==> src/rtl/serstat_ack.sv <==
module serstat_ack #(
  parameter int FLAG_W = 9,
  parameter int WORD_W = 16
) (
  input  logic              clk,
  input  logic              rst_n,
  input  logic              tx_empty_set,
  input  logic              tx_done_set,
  input  logic              rx_full_set,
  input  logic              rx_idle_set,
  input  logic              rx_overrun_set,
  input  logic              rx_noise_set,
  input  logic              rx_frame_set,
  input  logic              rx_parity_set,
  input  logic              rx_start_seen,
  input  logic              rx_line_idle,
  input  logic              bus_rd,
  input  logic              bus_wr,
  input  logic              sel_stat,
  input  logic              sel_data,
  input  logic [1:0]        acc_size,
  output logic [WORD_W-1:0] stat_word,
  output logic [FLAG_W-1:0] flag_clr
);
  localparam logic [FLAG_W-1:0] TX_M  = FLAG_W'(9'h180);
  localparam logic [FLAG_W-1:0] RX_M  = FLAG_W'(9'h05F);
  localparam logic [FLAG_W-1:0] RST_V = FLAG_W'(9'h180);
  localparam int BUSY_B = 5;

  logic [FLAG_W-1:0] flags_q, seen_q, set_vec, rx_clr, tx_clr;
  logic long_rd, stat_rd, data_rd, data_wr;

  assign set_vec = {tx_empty_set, tx_done_set, rx_full_set, 1'b0, rx_idle_set,
                    rx_overrun_set, rx_noise_set, rx_frame_set, rx_parity_set};

  assign stat_rd = bus_rd & sel_stat;
  assign long_rd = stat_rd & (acc_size == 2'b10);
  assign data_rd = bus_rd & sel_data & ~sel_stat;
  assign data_wr = bus_wr & sel_data;

  assign rx_clr = long_rd ? (flags_q & RX_M)
                : data_rd ? (seen_q & flags_q & RX_M) : '0;
  assign tx_clr = data_wr ? (seen_q & flags_q & TX_M) : '0;
  assign flag_clr = (rx_clr | tx_clr) & ~set_vec;

  assign stat_word = {{(WORD_W-FLAG_W){1'b0}}, flags_q};

  always_ff @(posedge clk or negedge rst_n) begin
    if (!rst_n) begin
      flags_q <= RST_V;
    end else begin
      flags_q <= (flags_q & ~flag_clr) | set_vec;
      if (rx_start_seen)     flags_q[BUSY_B] <= 1'b1;
      else if (rx_line_idle) flags_q[BUSY_B] <= 1'b0;
      else                   flags_q[BUSY_B] <= flags_q[BUSY_B];
    end
  end

  always_ff @(posedge clk or negedge rst_n) begin
    if (!rst_n) begin
      seen_q <= '0;
    end else if (long_rd) begin
      seen_q <= flags_q & TX_M;
    end else if (stat_rd) begin
      seen_q <= flags_q & (TX_M | RX_M);
    end else if (data_rd) begin
      seen_q <= seen_q & ~RX_M;
    end else if (data_wr) begin
      seen_q <= seen_q & ~TX_M;
    end
  end

  a_r1_reset_value: assert property (@(posedge clk) disable iff (!rst_n)
    $rose(rst_n) |-> stat_word == WORD_W'(16'h0180));

  a_r2_set_visible: assert property (@(posedge clk) disable iff (!rst_n)
    (set_vec != '0) |=> ((stat_word[FLAG_W-1:0] & $past(set_vec)) == $past(set_vec)));

  a_r10_clr_only_set: assert property (@(posedge clk) disable iff (!rst_n)
    (flag_clr & ~stat_word[FLAG_W-1:0]) == '0);

  a_r10_clr_drops: assert property (@(posedge clk) disable iff (!rst_n)
    (flag_clr != '0) |=> ((stat_word[FLAG_W-1:0] & $past(flag_clr)) == '0));

  a_r4_tx_on_write: assert property (@(posedge clk) disable iff (!rst_n)
    ((flag_clr & TX_M) != '0) |-> (bus_wr && sel_data));

  a_r3_rx_on_read: assert property (@(posedge clk) disable iff (!rst_n)
    ((flag_clr & RX_M) != '0) |-> bus_rd);

  a_r9_busy_start: assert property (@(posedge clk) disable iff (!rst_n)
    rx_start_seen |=> stat_word[BUSY_B]);

  a_r9_busy_idle: assert property (@(posedge clk) disable iff (!rst_n)
    (rx_line_idle && !rx_start_seen) |=> !stat_word[BUSY_B]);
endmodule

==> config.mk <==
export PLATFORM = sky130hd
export DESIGN_NAME = serstat_ack
export DESIGN_NICKNAME = d
export VERILOG_FILES = /design/src/rtl/serstat_ack.sv
export SDC_FILE = /design/constraint.sdc
export NUM_CORES = 1
export LEC_CHECK = 0
export BUFFER_PORTS_ARGS = -buffer_cell sky130_fd_sc_hd__buf_4
export CAP_MARGIN = 0
export CELL_PAD_IN_SITES_DETAIL_PLACEMENT = 0
export CELL_PAD_IN_SITES_GLOBAL_PLACEMENT = 2
export CORE_MARGIN = 2
export CORE_UTILIZATION = 24
export DETAILED_ROUTE_END_ITERATION = 8
export PLACE_DENSITY_LB_ADDON = 0.1
export SYNTH_ARGS = -nofsm -noshare
export SYNTH_HDL_FRONTEND = slang
export SYNTH_SLANG_ARGS = --single-unit
==> constraint.sdc <==
create_clock -name clk -period 0.8 [get_ports clk]
set_input_delay 0.16 -clock clk [delete_from_list [all_inputs] [get_ports clk]]
set_output_delay 0.16 -clock clk [all_outputs]
set_load 0.02 [all_outputs]
# After elaboration in Yosys (flattened, before gate mapping)
# Index checks and enable logic that the tools add are counted.
[totals]
regBits = 18
inputBits = 18
output_inout_bits = 25
wordCells = 34
[op_classes]
eq_ne = 2
muxes = 9
n_bitwise = 13
n_reduce_logical = 5
[op_table]
columns = ["cell", "count"]
rows = [
  ["2-to-1 mux 9 bit", 5],
  ["AND 9 bit", 3],
  ["NOT 9 bit", 2],
  ["2-to-1 mux 7 bit", 2],
  ["OR 7 x 9 -> 9 bit", 1],
  ["OR 9 bit", 1],
  ["nonzero test 3 bit", 2],
  ["AND 1 bit", 5],
  ["nonzero test 2 bit", 2],
  ["inequality test 3 bit (second input constant)", 1],
  ["== test 2 bit (second input constant)", 1],
  ["2-to-1 mux 1 bit", 2],
  ["AND reduction 2 bit", 1],
  ["NOT 1 bit", 1],
]

# Longest topological paths before layout
# Gate-level depths: netlist (run 1).
[logic_depth]
word_depth = 9
mapped_depth = 4
depth_no_buf = 2

# Worst setup path after synthesis (run 1)
# Ideal clock, no wire load.
[synth_timing]
path_kind = "reg-to-output"
start = "register flags_q[8]"
end = "output port flag_clr[8]"
arrival_time_ns = 1.138
t_required_ns = 0.640
path_slack_ns = -0.498
stages_incl_launch_ff = 2
n_path_buf = 0
cell_sequence = "dfstp_2 > nor3b_1"
[synth_via]
elab_chain_cells = 4
[synth_lines]
columns = ["item", "line", "source"]
rows = [
  ["start, declared", "30", "logic [FLAG_W-1:0] flags_q, seen_q, set_vec, rx_clr, tx_clr;"],
  ["start signal, assigned", "52", "flags_q <= (flags_q & ~flag_clr) | set_vec;"],
  ["start signal, assigned by index", "55", "else flags_q[BUSY_B] <= flags_q[BUSY_B];"],
  ["AND 9 bit", "43", "assign tx_clr = data_wr ? (seen_q & flags_q & TX_M) : '0;"],
  ["2-to-1 mux 9 bit", "43", ""],
  ["OR 7 x 9 -> 9 bit", "44", "assign flag_clr = (rx_clr | tx_clr) & ~set_vec;"],
  ["AND 9 bit", "44", ""],
  ["end, declared", "23", "output logic [FLAG_W-1:0] flag_clr"],
]
# Every way passes these cells.

# Worst setup path in the final report (run 1)
[layout_timing]
start = "register flags_q[7]"
end = "output port flag_clr[7]"
# The elaborated chain is that of the path after synthesis.

==> results of run 1 <==
[cells in the final DEF, fill, tap and decap left out, types with 4 or more instances in the layout]
| cell | count |
|---|---|
| a21oi_4 | 6 |
| a31o_2 | 4 |
| a32o_1 | 6 |
| buf_4 | 28 |
| buf_6 | 26 |
| conb_1 | 8 |
| dfrtp_1 | 9 |
| dfrtp_2 | 6 |
| nand2b_1 | 7 |
| nand4b_1 | 6 |
[report_power, final]
group,total [mW],internal [mW],switching [mW]
combinational,0.649,0.350,0.299
sequential,1.00,0.949,0.0547
clock,0.637,0.353,0.284
[per-layer routing]
metal	GRT usage, %	vias to the layer above	part of all wire, %
met3	3.596	2	6.5
met5	0	-	0
met1	15.93	421	46
met2	17.86	27	47
met4	2.344	0	0.51
li1	-	394	-
[kinds of logic (layout without fill, tap and decap cells)]
family	count (synthesis)	in the layout	synth area share, %
AO/OA/AOI/OAI	24	24	20.53
flip-flops	17	17	47.43
buffers and inverters	16	63	12.34
AND/OR/NAND/NOR	23	23	19.28
other	1	8	0.4157
[registers in the layout, summed over array words and instances, names as in the netlist]
signal,count
flags_q,9
seen_q,8
[area by class of cell]
class | count | area [um2] | share of cell area (%)
clock buffers | 4 | 45.04 | 2.837
well taps | 48 | 60.06 | 3.783
multi-input cells | 55 | 503.0 | 31.68
repair buffers | 56 | 533.0 | 33.57
flip-flops and latches | 17 | 435.4 | 27.42
inverters | 3 | 11.26 | 0.7092
[worst paths after layout]
path / to / depth (start not counted)
max: flag_clr[7] / 3
min: flags_q[5] / 2
max reg2reg: flags_q[0] / 3
min reg2reg: seen_q[3] / 1
max in group asynchronous: flags_q[8] / 2
min in group asynchronous: seen_q[7] / 2
[timing repair]
action | in CTS | in global routing
endpoints found under the hold margin | 15 | 0
hold buffers | 1 | 0
buffers inserted | 6 | 6
setup endpoints to repair | 28 | 29
resized for setup | 29 | 2
pin swaps | 3 | 3
[worst max-delay path: stages, from the launching register on]
cell and delay (ns):
dfstp_2 0.53, nand4_1 0.12, nor2_4 0.11, buf_6 0.12
==> metrics.txt, run 1 <==
initial antenna violation count=0; Area Growth Syn to Fin=76.01%; Post-synth ARST share=100.0%; Fin. Hold Viols=0; total power=2.290 mW; clock buffer depth=2; DR vias/cell=4.612; drt initial violations=8; Yosys cell types=22; Placeable Area=3633 um2; root buffer cell=clkbuf_8; pwr dens=1442 nW/um2; Worst-path clk slew=0.07 ns; failing checks=negative setup slack; unrepaired setup endpoints after global routing=true; Gate Count Post-Synth=81; via count=844; Fin Setup TNS=-7.097 ns; top cells by area in the synthesized netlist=dfrtp_1 (42%), buf_4 (7.5%), a32o_1 (6.7%); Placed Area=1325 um2; fmax=0.7798 GHz; Tot GR Track Use=11.55%; dominant synthesized flop cell=dfrtp_1; flops & latches, synth=17; Crit Path Max Fanout=2; routed len/inst=12.83 um; Placed Instances=167; fin area=1588 um2; max-slew violations=0; first-pass GRT wire length=3.801 mm; final core occ=43.70%; Worst Hold Launch=rx_start_seen; setup violators final=31; vias in the first global route=831; hpwl dp=1.637 mm; row count=22; largest net degree at the start of global routing=18; EDFF count, synth=0; Yosys top cell by area=dfrtp_1; min Tclk post-route=1.282 ns; Synth top area share=41.61%; clk_lat worst skew=0.24 ns; Post-synth top cells=dfrtp_1 (15), buf_4 (9), nand2b_1 (7); share of cells above drive strength 1=62.22%; Yosys warning total=0; Port Buffers=34; Leak=0.6791 nW; Post-Synthesis Cell Area=902.1 um2; CTS tree=yes; Worst EP arrival=1.12 ns; GP Congestion=0.7401; Hold WC Path Type=in2reg; Seq/Total Area, Yosys=47.43%; count leader, synth=dfrtp_1; I/O pin count=43; cts bufs inserted=3; Die Ht=65.31 um; chip width=65.31 um; Max-cap violations=0; ant diodes=0; Routed WL=2.347 mm; Critical Path Source=flags_q[7]; Non-Filler Instances=183; r2r startpoint=seen_q[0]; worst hold slack=0.08578 ns; DRC Markers=0; CP Capture Type=output port; Max Clock Skew=0.0002081 ns; Final WS setup=-0.4824 ns; outcome=finished, violations left; R2R Setup Slk=-0.24 ns; FILL cells=384; Setup crit start kind=flip-flop; Tcrit/Tclk final=160.3%; antenna viol nets, final=0; # nets final=154; Initial Util=24.83%; worst path required time=0.64 ns; pre-CTS WS=-0.2758 ns; clock sinks=17; die area=4265 um2; Avg Cell Area, Syn=11.14 um2; VDD IR max=970.6 uV; Crit Path Class=reg2out; CTS H-tree lvls=1; Congestion Overflow GR=0; Initial DRT Pass Iterations=4
Note: power is estimated with default switching activity, not from simulation.
==> run 2, diff against run 1 <==
==> config.mk (replaced) <==
export PLATFORM = sky130hd
export DESIGN_NAME = serstat_ack
export DESIGN_NICKNAME = d
export VERILOG_FILES = /design/src/rtl/serstat_ack.sv
export SDC_FILE = /design/constraint.sdc
export NUM_CORES = 1
export LEC_CHECK = 0
export BUFFER_PORTS_ARGS = -buffer_cell sky130_fd_sc_hd__buf_4
export CAP_MARGIN = 0
export CORE_MARGIN = 2
export CORE_UTILIZATION = 40
export DETAILED_ROUTE_END_ITERATION = 8
export PLACE_DENSITY = 0.73
export SYNTH_ARGS = -nofsm -noshare
export SYNTH_HDL_FRONTEND = slang
export SYNTH_SLANG_ARGS = --single-unit
==> run 2 against run 1 <==
The flow still finishes with violations (negative setup slack); final area down 1.6%; first-iteration DRC count up 75%; global-route usage up 7.3 points; critical path type unchanged; largest power group unchanged.
==> metrics.txt, run 2 (synthesis results as in run 1) <==
pwr dens=1356 nW/um2 (-6.0%); setup violators final=31 (unchanged); Largest register FFs=9 (unchanged); # nets final=155 (+0.65%); Placed Instances=148 (-11%); routed len/inst=14.18 um (+11%); clk_lat worst skew=0.29 ns (+0.05 ns); failing checks=negative setup slack; CTS H-tree lvls=1 (unchanged); largest net degree at the start of global routing=18 (unchanged); CTS tree=yes; total power=2.119 mW (-7.5%); CP Capture Type=output port; Die Ht=51.49 um (-21%); fin area=1563 um2 (-1.6%); Non-Filler Instances=164 (-10%); FF-to-FF path depth=3 (unchanged); Worst EP arrival=1.17 ns (+0.05 ns); Tot GR Track Use=18.89% (+7.3 points); max-slew violations=0 (unchanged); share of cells above drive strength 1=63.97% (+1.7 points); Crit Path Class=reg2out; Area Growth Syn to Fin=73.23%; Min-Delay Path Depth=2 (unchanged); unrepaired setup endpoints after global routing=true; Setup crit start kind=flip-flop; commonest non-fill, non-tap cell in the layout=buf_4; Max Clock Skew=0.003589 ns (+0.003381 ns); root buffer cell=clkbuf_4; commonest cells after routing, fill and taps aside=buf_4 (32), buf_6 (23), dfrtp_1 (9); min Tclk post-route=1.330 ns (+0.04750 ns); largest registers=flags_q: 9 flops, seen_q: 8 flops; Crit Path Max Fanout=2 (unchanged); DR vias/cell=5.183 (+12%); ant diodes=0 (unchanged); die area=2651 um2 (-38%); Tcrit/Tclk final=166.2% (+5.9 points); DRC Markers=0 (unchanged); Leak=0.6792 nW (about the same); Placed Area=1308 um2 (-1.3%); Max-cap violations=0 (unchanged); clock sinks=17 (unchanged); outcome=finished, violations left; first-pass GRT wire length=3.698 mm (-2.7%); Placeable Area=2170 um2 (-40%); Final WS setup=-0.5299 ns (-0.04750 ns); I/O pin count=43 (unchanged); Initial DRT Pass Iterations=4 (unchanged); VDD IR max=976.3 uV (+0.60%); vias in the first global route=821 (-1.2%); Initial Util=41.58% (+17 points); row count=17 (-23%); Hold WC Path Type=in2reg; chip width=51.49 um (-21%); Fin. Hold Viols=0 (unchanged); GP Congestion=0.7265 (-1.8%); Worst-path clk slew=0.10 ns (+0.03 ns); Routed WL=2.325 mm (-0.94%); clock buffer depth=2 (unchanged); drt initial violations=14 (+6); final core occ=72.03% (+28 points); initial antenna violation count=0 (unchanged); cts bufs inserted=3 (unchanged); hpwl dp=1.591 mm (-2.8%); via count=850 (+0.71%); worst path required time=0.64 ns (about the same); antenna viol nets, final=0 (unchanged); most flop-heavy register=flags_q; Congestion Overflow GR=0 (unchanged); fmax=0.7519 GHz (-3.6%); Port Buffers=34 (unchanged)
==> run 2: changes by cell type in the layout (fill, tap and decap cells not counted) <==
cell and change:
buf_4 +4, buf_6 -3, clkbuf_4 +3, clkbuf_8 -3, a31o_2 -1, a31o_4 +1, clkbuf_1 -1, clkinv_2 +1
nand3_1 -1, nand3_4 +1
==> run 2: critical path, stage by stage, from the launching register on <==
cell and delay [ns]:
dfstp_2 0.54, nand4_1 0.12, nor2_4 0.11, buf_6 0.12
==> run 2: worst paths after layout <==
path / slack, ns / startpoint / end
min: 0.04 / rx_start_seen / flags_q[5]
max reg2reg: -0.29 / seen_q[1] / flags_q[1]
min reg2reg: 0.51 / flags_q[5] / flags_q[5]
max in group asynchronous: 0.28 / rst_n / flags_q[7]
min in group asynchronous: 0.26 / rst_n / seen_q[0]
max: -0.53 / flags_q[7] / flag_clr[7]
==> run 2: power by group <==
group | internal, mW | switching (mW)
combinational | 0.355 | 0.307
sequential | 0.948 | 0.0579
clock | 0.186 | 0.265
==> run 2: cell type report <==
| cell class | instances | area, um2 |
|---|---|---|
| inverter | 3 | 11.26 |
| clock buffer | 3 | 22.52 |
| multi-input combinational | 55 | 524.3 |
| timing repair buffer | 57 | 529.3 |
| sequential | 17 | 435.4 |
| clock inverter | 1 | 5.005 |
| tap | 28 | 35.03 |
| fill | 162 | 606.8 |
==> run 2: metal layers <==
metal | wire, um | GRT usage, % | part of all wire [%] | up-vias
met5 | 0 | 0 | 0 | -
met2 | 1212 | 32.05 | 52 | 35
met3 | 135 | 3.736 | 5.8 | 2
li1 | - | - | - | 396
met4 | 25 | 7.895 | 1.1 | 0
met1 | 952 | 23.41 | 41 | 417
==> run 2: through the flow <==
stage / setup TNS [ns] / hold slack (ns) / setup slack, ns
after global placement: -4.236 / 0.03593 / -0.2420
after floorplan: -1.619 / -0.1356 / -0.2517
after CTS: -8.191 / 0.03558 / -0.5463
final: -8.249 / 0.03966 / -0.5299
after global routing: -9.541 / 0.03068 / -0.6088
after detailed placement: -4.672 / 0.03481 / -0.2723
==> run 2: repair_timing <==
| item | CTS | global route |
|---|---|---|
| setup endpoints to repair | 27 | 28 |
| gates resized for setup | 26 | 6 |
| hold buffers | 1 | 0 |
| setup buffers | 8 | 9 |
| pin swaps | 3 | 4 |
| endpoints found under the hold margin | 17 | 0 |
